File: config.mk
export PLATFORM = sky130hd
export DESIGN_NAME = iommu_regbank
export DESIGN_NICKNAME = d
export VERILOG_FILES = /design/src/rtl/iommu_regbank.sv
export SDC_FILE = /design/constraint.sdc
export NUM_CORES = 1
export LEC_CHECK = 0
export ABC_AREA = 1
export BUFFER_PORTS_ARGS = -buffer_cell sky130_fd_sc_hd__buf_2
export CAP_MARGIN = 10
export CORE_UTILIZATION = 30
export CTS_CLUSTER_SIZE = 24
export DETAILED_ROUTE_END_ITERATION = 12
export SYNTH_ARGS = -nofsm -noshare
export SYNTH_HDL_FRONTEND = slang
export SYNTH_SLANG_ARGS = --single-unit
File: constraint.sdc
create_clock -name clk -period 1.6 [get_ports clk]
set_clock_uncertainty 0.2 [all_clocks]
set_input_delay 0.08 -clock clk [delete_from_list [all_inputs] [get_ports clk]]
set_output_delay 0.08 -clock clk [all_outputs]
set_load 0.01 [all_outputs]
File: src/rtl/iommu_regbank.sv
module iommu_regbank #(
  parameter int ADDR_W = 8,
  parameter int DATA_W = 64
) (
  input  logic              clk,
  input  logic              rst_n,
  input  logic              wr_en,
  input  logic              rd_en,
  input  logic              wide,
  input  logic [ADDR_W-1:0] addr,
  input  logic [DATA_W-1:0] wdata,
  output logic [DATA_W-1:0] rdata,
  output logic [DATA_W-1:0] ctrl_q,
  output logic [DATA_W-1:0] base_q
);
  localparam int HALF_W = DATA_W / 2;
  localparam logic [ADDR_W-1:0] OFF_CTRL_HI = ADDR_W'('h00);
  localparam logic [ADDR_W-1:0] OFF_CTRL_LO = ADDR_W'('h04);
  localparam logic [ADDR_W-1:0] OFF_BASE_HI = ADDR_W'('h08);
  localparam logic [ADDR_W-1:0] OFF_BASE_LO = ADDR_W'('h0C);

  logic hit_ch, hit_cl, hit_bh, hit_bl;
  assign hit_ch = (addr == OFF_CTRL_HI);
  assign hit_cl = (addr == OFF_CTRL_LO);
  assign hit_bh = (addr == OFF_BASE_HI);
  assign hit_bl = (addr == OFF_BASE_LO);

  function automatic logic [DATA_W-1:0] merge(input logic [DATA_W-1:0] cur,
                                              input logic [DATA_W-1:0] d,
                                              input logic hi, input logic lo,
                                              input logic w64);
    logic [DATA_W-1:0] r;
    r = cur;
    if (hi && w64)  r = d;
    else if (hi)    r[DATA_W-1:HALF_W] = d[HALF_W-1:0];
    else if (lo)    r[HALF_W-1:0] = d[HALF_W-1:0];
    return r;
  endfunction

  always_ff @(posedge clk or negedge rst_n) begin
    if (!rst_n) begin
      ctrl_q <= '0;
      base_q <= '0;
    end else if (wr_en) begin
      ctrl_q <= merge(ctrl_q, wdata, hit_ch, hit_cl, wide);
      base_q <= merge(base_q, wdata, hit_bh, hit_bl, wide);
    end
  end

  logic [DATA_W-1:0] rd_mux;
  always_comb begin
    rd_mux = '0;
    if (hit_ch)      rd_mux = wide ? ctrl_q : {{HALF_W{1'b0}}, ctrl_q[DATA_W-1:HALF_W]};
    else if (hit_cl) rd_mux = {{HALF_W{1'b0}}, ctrl_q[HALF_W-1:0]};
    else if (hit_bh) rd_mux = wide ? base_q : {{HALF_W{1'b0}}, base_q[DATA_W-1:HALF_W]};
    else if (hit_bl) rd_mux = {{HALF_W{1'b0}}, base_q[HALF_W-1:0]};
  end

  always_ff @(posedge clk or negedge rst_n) begin
    if (!rst_n)     rdata <= '0;
    else if (rd_en) rdata <= rd_mux;
  end
endmodule


==> summary.md <==
| Metric | Value |
|---|---|
| WL/cell | between 15 and 20 µm |
| Reg2Reg Setup Slack | 0.25 ns |
| I/O pin count | ~270 |
| Worst path arrival time | ~1.7 ns |
| I/O Buffers | between 200 and 300 |
| Combinational power share | between 10 and 15% |
| Post-route cell area | roughly 0.014 mm² |
| Failing checks | negative hold slack |
| Critical Path Source | wide |
| Crit path time final | roughly 1.5 ns |
| Root Driver | clkbuf_16 |
| Clock power frac | a little over 40% |
| Syn nets | about 1600 |
| Max clock buf depth | 2 |
| Final Hold Viols | 1 |
| Final Wtd Congestion | roughly 0.84 |
| N_diodes | 0 |
| RSZ-0062 raised after global routing | no |
| YS warnings | 0 |
| Worst hold margin | -0.0186 ns |
| Max frequency | ~660 MHz |
| DRT Pass-1 Iters | 5 |
| Detailed Route WL | 42400 µm |
| Maximum VDD drop | 0.768 mV |
| Final setup vio count | 0 |
| Max_cap viols | 0 |
| Area growth syn-to-layout | 35.4% |
| Clock H-tree levels | 4 |
| Internal power | roughly 8400 µW |
| Hold path start | addr[0] |
| Die Wd | between 150 and 200 µm |
| Synth unique cells | 23 |
| Mapped Area | approximately 0.011 mm² |
| EDFF count, synth | 0 |
| Die Y-Extent | between 150 and 200 µm |
| Starting Density | 30.5% |
| Pwr/cell area | slightly above 800 mW/mm² |
| Setup Buffers After CTS | 0 |
| Largest net degree at the start of global routing | between 60 and 70 |
| Row count | 68 |
| Gate Count Post-Synth | approximately 1500 |
| Num CTS Buffers | 17 |
| Leak Pwr | ~0.0080 µW |
| Crit path required time | between 1.5 and 2 ns |
| Via/cell ratio | a little over 5 |
| Cell Area, Placed | ~0.013 mm² |
| Finished Layout Cells | approximately 2300 |
| Psw | between 3000 and 4000 µW |
| Core outline area | between 0.03 and 0.04 mm² |
| Switching Share | 29.0% |
| Grt ovf | 0 |
| Layout fillers | around 3600 |
| Initial antenna violation count | 1 |
| Reg power frac | between 40 and 50% |
| Clk_lat worst skew | 0.47 ns |
| Mean post-synth cell area | around 7.1 µm² |
| Max-slew violations | 0 |
| Die area | between 0.03 and 0.04 mm² |
| Clk sinks | 192 |
| Drt initial violations | 970 |
| DP Wirelength | 28200 µm |
| Gr usage total | between 20% and 30% |
| Reg clk slew, reported paths | ~0.07 ns |
| Min-Delay Path Class | in2reg |
| Vias in the first global route | 11100 |
| FFs w/ async S/R, synth | 100% |
| Drc violations | 0 |
| Worst rel slew slack | 65.8% |
| Max FO, Critical Path | 33 |
| Critical path class | in2reg |
| Fin crit share | 95.0% |
| Final ANT Viol Nets | 0 |
| CTS tree | done |
| Via count | approximately 12000 |
| Startpoint class of the critical path | input port |
| CP Capture Type | flip-flop |
| Synth Flop Type | dfrtp_1 |
| FF+latch count, synth | 192 |
| Status | finished with violations |
| Share of cells above drive strength 1 | 23.9% |
| Cells after DPL | between 2000 and 2500 |
| Layout Nets | roughly 1900 |
| Worst slew pin tran | approximately 0.5 ns |
| Register area share after synthesis | a little under half |
| Critical R2R Launch | ctrl_q[39] |
| Global-route wire length before repair | ~65000 µm |
==> cell usage after synthesis, types with 32 or more instances <==
master / instances / area share [%]
nand2_1: 581 / 21
dfrtp_1: 192 / 45
nand3_1: 158 / 7.5
inv_1: 99 / 3.5
o21ai_0: 87 / 4.1
buf_2: 54 / 2.6
o21ai_1: 47 / 2.2
clkbuf_1: 46 / 1.6
or2_2: 44 / 2.6
nor2_1: 42 / 1.5
a21oi_1: 32 / 1.5
nand4_1: 32 / 1.9
o2111ai_1: 32 / 2.7
==> registers in the layout (all words and copies together), names as in the netlist <==
name / count
rdata: 64
ctrl_q: 64
base_q: 64
==> what timing repair did <==
action                                  4_1_cts  5_1_grt
endpoints found under the setup margin        0       44
hold buffers                                 70        1
hold endpoints to repair                    366        1
resized for setup                             0        7
==> worst paths after layout <==
check,cells after the start,end
worst max-delay path,8,rdata[7]
worst min-delay path,7,rdata[28]
worst min register to register,2,rdata[46]
max in group asynchronous,4,ctrl_q[2]
worst max register to register,5,rdata[7]
min in group asynchronous,3,ctrl_q[56]
==> metal layers <==
metal	vias up	global-route usage, %	part of all wire (%)
li1	5421	-	-
met1	5521	31.8	43
met2	592	37.4	46
met3	79	4.08	7.8
met4	2	9.37	3.3
met5	-	0	0.038
==> critical path: stages <==
cell and delay, ns:
dlygate4sd3_1 0.58, buf_12 0.18, buf_16 0.18, or2_2 0.31, o21ai_0 0.07, a21oi_1 0.08, nand2_1 0.10, nand2_1 0.06
==> power by group through the flow <==
stage	sequential [µW]	combinational, µW	clock (µW)
floorplan	5450	618	0
global placement	5400	1510	0
detailed placement	5410	1530	0
CTS	5310	1670	4960
global route	5350	1860	5100
finish	5320	1690	4850
==> layout by cell type, fill, tap and decap left out, drive strengths merged <==
| master | netlist | routed |
|---|---|---|
| clkbuf | 46 | 20 |
| o2111ai | 32 | 32 |
| nand4 | 32 | 32 |
| bufinv | 0 | 4 |
| o21ai | 134 | 134 |
| buf | 68 | 335 |
| clkinv | 1 | 3 |
| inv | 102 | 109 |
| dfrtp | 192 | 192 |
| clkinvlp | 0 | 2 |
| o22ai | 6 | 6 |
| dlygate4sd3 | 0 | 70 |
| a21oi | 32 | 32 |
| nand3 | 159 | 159 |
| or2 | 44 | 44 |
| nand2 | 586 | 586 |
| nor2 | 47 | 47 |
==> through the flow <==
stage | setup WS, ns | util (%) | hold slack (ns) | setup TNS [ns] | power, µW
finish | 0.0807 | 41.4 | -0.0186 | 0 | 11900
global route | 0.00319 | 41.4 | 0.0239 | 0 | 12300
CTS | 0.0572 | 41.1 | 0.0608 | 0 | 11900
detailed placement | -0.0173 | 37.2 | -0.121 | -0.175 | 6930
global placement | 0.00585 | 37.2 | -0.120 | 0 | 6910
floorplan | 0.301 | - | -0.416 | 0 | 6060
==> kinds of logic after synthesis <==
kind of cell	Yosys count	share of synthesized area, %
buffers and inverters	217	8.84
AOI/OAI and AO/OA	204	10.9
and+or+nand+nor	868	34.9
DFF	192	45.4
==> cell type report <==
class / instances / area, µm² / area share [%]
Timing Repair Buffer: 408 / 3050 / 21.3
Inverter: 103 / 392 / 2.73
Clock inverter: 15 / 224 / 1.56
Clock buffer: 17 / 425 / 2.97
Tap cell: 455 / 569 / 3.98
Multi-Input combinational cell: 1072 / 4860 / 33.9
Sequential cell: 192 / 4800 / 33.5
(Power assumes the default switching activity.)
